==> src/rtl/bus_seq_pkg.sv <==
package bus_seq_pkg;

    localparam int SLOTS_PER_CYCLE = 6;

    typedef enum logic [2:0] {
        SL_0 = 3'd0,
        SL_1 = 3'd1,
        SL_2 = 3'd2,
        SL_3 = 3'd3,
        SL_4 = 3'd4,
        SL_5 = 3'd5
    } slot_e;

    typedef enum logic {
        CK_FETCH = 1'b0,
        CK_DATA  = 1'b1
    } kind_e;

    typedef struct packed {
        slot_e slot;
        logic  half;
        logic  x2;
    } phase_t;

    function automatic slot_e slot_after(slot_e s);
        slot_e r;
        case (s)
            SL_0:    r = SL_1;
            SL_1:    r = SL_2;
            SL_2:    r = SL_3;
            SL_3:    r = SL_4;
            SL_4:    r = SL_5;
            default: r = SL_0;
        endcase
        return r;
    endfunction

endpackage

==> src/rtl/bus_phase_gen.sv <==
module bus_phase_gen
    import bus_seq_pkg::*;
(
    input  logic  clk,
    input  logic  rst_n,
    input  logic  x2_i,
    output slot_e slot_o,
    output logic  tick_o,
    output logic  last_o,
    output logic  mid_o
);

    phase_t ph_d, ph_q;
    logic   tick;

    always_comb begin
        ph_d  = ph_q;
        tick  = ph_q.x2 ? 1'b1 : ph_q.half;
        ph_d.half = ph_q.x2 ? 1'b0 : ~ph_q.half;
        if (tick) begin
            ph_d.slot = slot_after(ph_q.slot);
        end
        if (tick && ph_q.slot == SL_5) begin
            ph_d.x2 = x2_i;
        end
    end

    always_ff @(posedge clk or negedge rst_n) begin
        if (!rst_n) begin
            ph_q <= '{slot: SL_0, half: 1'b0, x2: 1'b0};
        end else begin
            ph_q <= ph_d;
        end
    end

    assign slot_o = ph_q.slot;
    assign tick_o = tick;
    assign last_o = tick && (ph_q.slot == SL_5);
    assign mid_o  = tick && (ph_q.slot == SL_2);

    // the slot stays inside the six legal values
    a_r2_slot_legal: assert property (@(posedge clk) disable iff (!rst_n)
        ph_q.slot inside {SL_0, SL_1, SL_2, SL_3, SL_4, SL_5});

    // the slot only ever steps forward by one, wrapping after slot 5
    a_r2_slot_step: assert property (@(posedge clk) disable iff (!rst_n)
        (ph_q.slot != $past(ph_q.slot)) |-> (ph_q.slot == slot_after($past(ph_q.slot))));

    // double-speed mode never leaves a half-slot pending
    a_r2_x2_no_half: assert property (@(posedge clk) disable iff (!rst_n)
        ph_q.x2 |-> !ph_q.half);

    // the mode changes only when a new cycle starts
    a_r2_mode_at_boundary: assert property (@(posedge clk) disable iff (!rst_n)
        (ph_q.x2 != $past(ph_q.x2)) |-> (ph_q.slot == SL_0));

endmodule

==> src/rtl/bus_cycle_ctrl.sv <==
module bus_cycle_ctrl
    import bus_seq_pkg::*;
#(
    parameter int AW        = 16,
    parameter int INT_BYTES = 8192
) (
    input  logic          clk,
    input  logic          rst_n,
    input  slot_e         slot_i,
    input  logic          last_i,
    input  logic          mid_i,
    input  logic          ea_i,
    input  logic [AW-1:0] pc_i,
    input  logic          xd_req_i,
    input  logic          xd_wide_i,
    input  logic          xd_wr_i,
    input  logic [AW-1:0] xd_addr_i,
    output kind_e         kind_o,
    output logic          fext_o,
    output logic [AW-1:0] faddr_o,
    output logic [AW-1:0] xaddr_o,
    output logic          xwide_o,
    output logic          xwr_o
);

    localparam logic [AW:0] INT_LIMIT = (AW+1)'(INT_BYTES);

    typedef struct packed {
        kind_e         kind;
        logic          fext;
        logic [AW-1:0] faddr;
        logic [AW-1:0] xaddr;
        logic          xwide;
        logic          xwr;
    } ctl_t;

    ctl_t c_d, c_q;
    logic ext_now;

    always_comb begin
        c_d     = c_q;
        ext_now = !ea_i || ({1'b0, pc_i} >= INT_LIMIT);
        if (last_i || mid_i) begin
            c_d.fext  = ext_now;
            c_d.faddr = pc_i;
        end
        if (last_i) begin
            if (c_q.kind == CK_FETCH && xd_req_i) begin
                c_d.kind  = CK_DATA;
                c_d.xaddr = xd_addr_i;
                c_d.xwide = xd_wide_i;
                c_d.xwr   = xd_wr_i;
            end else begin
                c_d.kind  = CK_FETCH;
            end
        end
    end

    always_ff @(posedge clk or negedge rst_n) begin
        if (!rst_n) begin
            c_q <= '{kind: CK_FETCH, fext: 1'b0, faddr: '0, xaddr: '0,
                     xwide: 1'b0, xwr: 1'b0};
        end else begin
            c_q <= c_d;
        end
    end

    assign kind_o  = c_q.kind;
    assign fext_o  = c_q.fext;
    assign faddr_o = c_q.faddr;
    assign xaddr_o = c_q.xaddr;
    assign xwide_o = c_q.xwide;
    assign xwr_o   = c_q.xwr;

    // the cycle kind only changes as a new machine cycle begins
    a_r6_kind_at_boundary: assert property (@(posedge clk) disable iff (!rst_n)
        (c_q.kind != $past(c_q.kind)) |-> (slot_i == SL_0));

    // two data cycles never follow one another
    a_r6_no_back_to_back: assert property (@(posedge clk) disable iff (!rst_n)
        (c_q.kind == CK_DATA && slot_i == SL_0 && $past(slot_i) == SL_5)
            |-> ($past(c_q.kind) == CK_FETCH));

endmodule

==> src/rtl/bus_strobe_dec.sv <==
module bus_strobe_dec
    import bus_seq_pkg::*;
#(
    parameter  int AW = 16,
    localparam int HW = AW - 8
) (
    input  slot_e         slot_i,
    input  kind_e         kind_i,
    input  logic          fext_i,
    input  logic [AW-1:0] faddr_i,
    input  logic [AW-1:0] xaddr_i,
    input  logic          xwide_i,
    input  logic          xwr_i,
    input  logic          ale_off_i,
    input  logic [HW-1:0] p2_sfr_i,
    output logic          ale_o,
    output logic          psen_n_o,
    output logic          rd_n_o,
    output logic          wr_n_o,
    output logic [HW-1:0] p2_o,
    output logic          p0_sel_o,
    output logic [7:0]    p0_addr_o
);

    logic latch_slot;
    logic code_slot;
    logic strobe_slot;

    always_comb begin
        latch_slot  = (slot_i == SL_0) || (slot_i == SL_3);
        code_slot   = (slot_i == SL_1) || (slot_i == SL_4);
        strobe_slot = (slot_i != SL_0) && (slot_i != SL_5);

        ale_o     = 1'b0;
        psen_n_o  = 1'b1;
        rd_n_o    = 1'b1;
        wr_n_o    = 1'b1;
        p2_o      = p2_sfr_i;
        p0_sel_o  = 1'b0;
        p0_addr_o = faddr_i[7:0];

        if (kind_i == CK_DATA) begin
            ale_o     = (slot_i == SL_0);
            p0_sel_o  = (slot_i == SL_0);
            p0_addr_o = xaddr_i[7:0];
            rd_n_o    = !(strobe_slot && !xwr_i);
            wr_n_o    = !(strobe_slot && xwr_i);
            if (xwide_i) begin
                p2_o = xaddr_i[AW-1:8];
            end
        end else begin
            ale_o    = latch_slot && (fext_i || !ale_off_i);
            psen_n_o = !(code_slot && fext_i);
            p0_sel_o = latch_slot && fext_i;
            if (fext_i) begin
                p2_o = faddr_i[AW-1:8];
            end
        end
    end

endmodule

==> src/rtl/bus_strobe_seq.sv <==
module bus_strobe_seq
    import bus_seq_pkg::*;
#(
    parameter  int AW        = 16,
    parameter  int INT_BYTES = 8192,
    localparam int HW        = AW - 8
) (
    input  logic          clk,
    input  logic          rst_n,
    input  logic          x2_i,
    input  logic          ea_i,
    input  logic          ale_off_i,
    input  logic [AW-1:0] pc_i,
    input  logic          xd_req_i,
    input  logic          xd_wide_i,
    input  logic          xd_wr_i,
    input  logic [AW-1:0] xd_addr_i,
    input  logic [HW-1:0] p2_sfr_i,
    output logic          ale_o,
    output logic          psen_n_o,
    output logic          rd_n_o,
    output logic          wr_n_o,
    output logic [HW-1:0] p2_o,
    output logic          p0_addr_sel_o,
    output logic [7:0]    p0_addr_o
);

    slot_e         slot;
    logic          tick;
    logic          last;
    logic          mid;
    kind_e         kind;
    logic          fext;
    logic [AW-1:0] faddr;
    logic [AW-1:0] xaddr;
    logic          xwide;
    logic          xwr;

    bus_phase_gen u_phase (
        .clk    (clk),
        .rst_n  (rst_n),
        .x2_i   (x2_i),
        .slot_o (slot),
        .tick_o (tick),
        .last_o (last),
        .mid_o  (mid)
    );

    bus_cycle_ctrl #(
        .AW        (AW),
        .INT_BYTES (INT_BYTES)
    ) u_ctrl (
        .clk       (clk),
        .rst_n     (rst_n),
        .slot_i    (slot),
        .last_i    (last),
        .mid_i     (mid),
        .ea_i      (ea_i),
        .pc_i      (pc_i),
        .xd_req_i  (xd_req_i),
        .xd_wide_i (xd_wide_i),
        .xd_wr_i   (xd_wr_i),
        .xd_addr_i (xd_addr_i),
        .kind_o    (kind),
        .fext_o    (fext),
        .faddr_o   (faddr),
        .xaddr_o   (xaddr),
        .xwide_o   (xwide),
        .xwr_o     (xwr)
    );

    bus_strobe_dec #(
        .AW (AW)
    ) u_dec (
        .slot_i    (slot),
        .kind_i    (kind),
        .fext_i    (fext),
        .faddr_i   (faddr),
        .xaddr_i   (xaddr),
        .xwide_i   (xwide),
        .xwr_i     (xwr),
        .ale_off_i (ale_off_i),
        .p2_sfr_i  (p2_sfr_i),
        .ale_o     (ale_o),
        .psen_n_o  (psen_n_o),
        .rd_n_o    (rd_n_o),
        .wr_n_o    (wr_n_o),
        .p2_o      (p2_o),
        .p0_sel_o  (p0_addr_sel_o),
        .p0_addr_o (p0_addr_o)
    );

    // code strobe and data strobes never overlap
    a_r7_no_psen_in_data: assert property (@(posedge clk) disable iff (!rst_n)
        !psen_n_o |-> (rd_n_o && wr_n_o));

    // read and write strobes are mutually exclusive
    a_r7_rd_wr_exclusive: assert property (@(posedge clk) disable iff (!rst_n)
        !rd_n_o |-> wr_n_o);

    // with suppression on, any ALE pulse belongs to an external access
    a_r5_ale_off_external: assert property (@(posedge clk) disable iff (!rst_n)
        (ale_o && ale_off_i) |-> p0_addr_sel_o);

    // the address phase on the low port always coincides with ALE
    a_r9_sel_with_ale: assert property (@(posedge clk) disable iff (!rst_n)
        p0_addr_sel_o |-> ale_o);

    // a code strobe only appears once the bus has left its latch slot
    a_r4_psen_after_latch: assert property (@(posedge clk) disable iff (!rst_n)
        $fell(psen_n_o) |-> !ale_o);

endmodule

==> config.mk <==
export PLATFORM = sky130hd
export DESIGN_NAME = bus_strobe_seq
export DESIGN_NICKNAME = d
export VERILOG_FILES = /design/src/rtl/bus_seq_pkg.sv /design/src/rtl/bus_phase_gen.sv /design/src/rtl/bus_cycle_ctrl.sv /design/src/rtl/bus_strobe_dec.sv /design/src/rtl/bus_strobe_seq.sv
export SDC_FILE = /design/constraint.sdc
export NUM_CORES = 1
export LEC_CHECK = 0
export ABC_AREA = 1
export BUFFER_PORTS_ARGS = -buffer_cell sky130_fd_sc_hd__buf_2
export CAP_MARGIN = 20
export CORE_ASPECT_RATIO = 1.25
export CORE_UTILIZATION = 50
export CTS_CLUSTER_SIZE = 30
export DETAILED_ROUTE_END_ITERATION = 10
export PLACE_DENSITY = 0.79
export SLEW_MARGIN = 25
export SYNTH_ARGS = -nofsm -noshare
export SYNTH_HDL_FRONTEND = slang
export SYNTH_SLANG_ARGS = --single-unit
==> constraint.sdc <==
create_clock -name clk -period 1.6 [get_ports clk]
set_clock_uncertainty 0.2 [all_clocks]
set_input_delay 0.16 -clock clk [delete_from_list [all_inputs] [get_ports clk]]
set_output_delay 0.16 -clock clk [all_outputs]
set_load 0.005 [all_outputs]
==> flow_summary_export.csv <==
group,metric,value,unit
critical_path,endpoint,"p0_addr_sel_o",
cells_and_area,num-nets-final,444,
synth,synth-seq-cells,41,
placement,hpwl,3860,um
power_and_ir_drop,pwr-share-clk,10.5,%
sta,setup_viol,19,
synth,netlist_area,2140,um^2
status,violations,"negative setup slack",
critical_path,crit_fanout,6,
global_routing,antenna_found_initial,0,
sta,tightest_slew,0.527,ns
power_and_ir_drop,p_comb_share,56.2,%
sta,period_needed,1.76,ns
sta,slew_headroom,64.9,%
cts,cts.sinks,41,
status,status,"finished with violations",
synth,synth_area_per_cell,7.76,um^2
floorplan,dieHeight,75.2,um
synth,yosys_warnings,0,
synth,ys_seq_area_share,47.9,%
global_routing,grt_pass1_vias,2157,
critical_path,crit_required,1.24,ns
critical_path,crit_type,"reg2out",
power_and_ir_drop,pwr-share-seq,33.3,%
synth,synth_fp_nets,324,
routing,wl_per_cell,15.4,um
floorplan,num_rows,26,
cts,cts_tree,"done",
routing,postRouteWirelength,6950,um
synth,yosysUniqueCellTypes,21,
cells_and_area,antenna_cells,0,
power_and_ir_drop,p_int,3.25,mW
cells_and_area,post-route-util,78.6,%
critical_path,reg2reg_slack,0.04,ns
critical_path,crit_path_start_kind,"register",
cells_and_area,final_cells,451,
cts,cts.path.max_buffers,2,
floorplan,coreArea,4100,um^2
power_and_ir_drop,switchingPower,2.69,mW
critical_path,r2r_end,"u_ctrl.xaddr_o[4]",
cts,ctsRootBufferMaster,"clkbuf_8",
sta,period_share,110,%
routing,first_iter_violations,156,
placement,post-place-ws,0.0386,ns
sta,hold_viol,0,
min_path,hold_class,"in2reg",
critical_path,end_kind,"primary output",
routing,drc,0,
sta,rsz0062_at_grt,"yes",
cts,path_clk_slew,0.07,ns
sta,finalMaxSlewViolations,0,
routing,first_pass_iters,4,
critical_path,reg2reg_depth,6,
power_and_ir_drop,p_leak,1.68,nW
floorplan,start_util,52.3,%
routing,drtAntennaViolNets,0,
cts,htreeDepth,2,
cells_and_area,n_fill_cell,290,
power_and_ir_drop,ir_drop,1.00,mV
global_routing,grt_max_degree,42,
critical_path,r2r-start,"u_phase.slot_o[0]",
critical_path,crit_start,"u_phase.slot_o[1]",
global_routing,grtUsageTotal,28.4,%
cells_and_area,area_growth,50.4,%
floorplan,die_w,60.5,um
floorplan,ios,69,
cells_and_area,layout_common_cells,"nand2_1 (78), buf_2 (67), nand3_1 (57)",
run,max_cap_violations,0,
placement,gp_congestion,0.855,
placement,place.port_buffers,68,
cells_and_area,final_common_cell,"nand2_1",
routing,vias,2471,
placement,dp.cells,395,
routing,viasPerCell,5.48,
floorplan,die-area,4550,um^2
synth,syn_inst,276,
critical_path,arrival,1.40,ns
sta,max_freq,0.569,GHz
cts,clock_latency,0.29,ns
sta,fin_ws,-0.159,ns
cts,cts_buffers,5,
global_routing,grt_pass1_wl,9490,um
power_and_ir_drop,switching_share,45.3,%
global_routing,gr-total-overflow,0,
cells_and_area,layout-drive-gt1-share,35.7,%
power_and_ir_drop,power.density,1840,nW/um^2
[how the worst min path moves through the flow]
stage	endpoint	start	slack, ns	cells after the start
after floorplan	u_ctrl.faddr_o[0]	rst_n	-0.34	0
after global placement	u_ctrl.xaddr_o[1]	rst_n	0.05	2
final	u_ctrl.kind_o	xd_req_i	0.22	5
after CTS	u_ctrl.kind_o	xd_req_i	0.22	5
after detailed placement	u_ctrl.xaddr_o[0]	rst_n	0.05	2
after global routing	u_ctrl.kind_o	xd_req_i	0.24	5
[flip-flops by register name, summed over array words and instances, names as in the netlist]
register and cells:
u_phase.slot_o 3, u_ctrl.xwr_o 1, u_ctrl.xwide_o 1, u_ctrl.kind_o 1
u_ctrl.fext_o 1, u_ctrl.faddr_o 16, u_phase.ph_q 2, u_ctrl.xaddr_o 16
[per-stage QoR]
stage | area [um^2] | setup TNS [ns] | power, mW | hold WS [ns]
floorplan | 2140 | 0 | 3.51 | -0.336
global placement | 2530 | 0 | 4.31 | 0.0468
detailed placement | 2530 | 0 | 4.40 | 0.0529
CTS | 3050 | -0.214 | 5.32 | 0.217
global route | 3220 | -2.38 | 6.34 | 0.237
finish | 3220 | -0.954 | 5.94 | 0.216
[synthesized netlist by cell type]
cell       n  area share, %
nor2_2     3           0.88
a21oi_1    2           0.47
nand2_1   89             16
nor2_4     3            1.6
o21ai_0   21            4.9
o21ai_2    1           0.41
nand2_4    1           0.53
nor2_1    19            3.3
buf_2      6            1.4
nand3_4    1           0.82
dfrtp_1   41             48
clkbuf_1   4           0.70
inv_1      8            1.4
nand3_2    2           0.93
inv_2      2           0.35
buf_4      2           0.70
buf_6      3            1.6
o22ai_1    8            2.3
nand3b_1   1           0.35
nand2_2    1           0.29
nand3_1   58             14
[critical path, cell delays in order (launching register included)]
cell and delay (ns):
dfrtp_2 0.49, inv_4 0.13, nand2_1 0.07, nand2_1 0.09, o21ai_1 0.07, nor2_1 0.12, buf_2 0.14
[repair_timing]
action,4_1_cts,5_1_grt
setup endpoints to repair,21,40
endpoints found under the hold margin,77,0
setup buffers,5,5
hold buffers,37,0
pin swaps,3,17
cloned,1,2
resized for setup,30,34
[power groups by stage]
stage | combinational, mW | clock [mW] | sequential (mW)
global route | 3.66 | 0.659 | 2.02
finish | 3.34 | 0.625 | 1.98
floorplan | 1.73 | 0 | 1.77
global placement | 2.44 | 0 | 1.86
CTS | 2.79 | 0.626 | 1.90
detailed placement | 2.51 | 0 | 1.89
[cell families after synthesis]
group,count (synthesis),share of synthesized area (%)
compound gates,32,8.12
simple gates,178,37.9
buf+inv,25,6.13
flops,41,47.9
[area by class of cell]
class	instances	area, um^2	share of cell area (%)
Multi-Input combinational cell	210	1090	33.9
Timing Repair inverter	1	6.26	0.194
Sequential cell	41	1030	32.0
Inverter	10	50.0	1.55
Clock inverter	1	5.00	0.155
Clock buffer	5	68.8	2.14
Tap cell	56	70.1	2.17
Timing Repair Buffer	127	897	27.8
[metal layers]
layer | GRT usage (%) | part of all wire, % | vias up
met4 | 12.4 | 3.5 | 0
li1 | - | - | 1152
met1 | 33.8 | 38 | 1196
met3 | 4.98 | 4.3 | 25
met5 | 0 | 0 | -
met2 | 49.7 | 54 | 98
No activity file was read; power rests on OpenSTA's default activity.
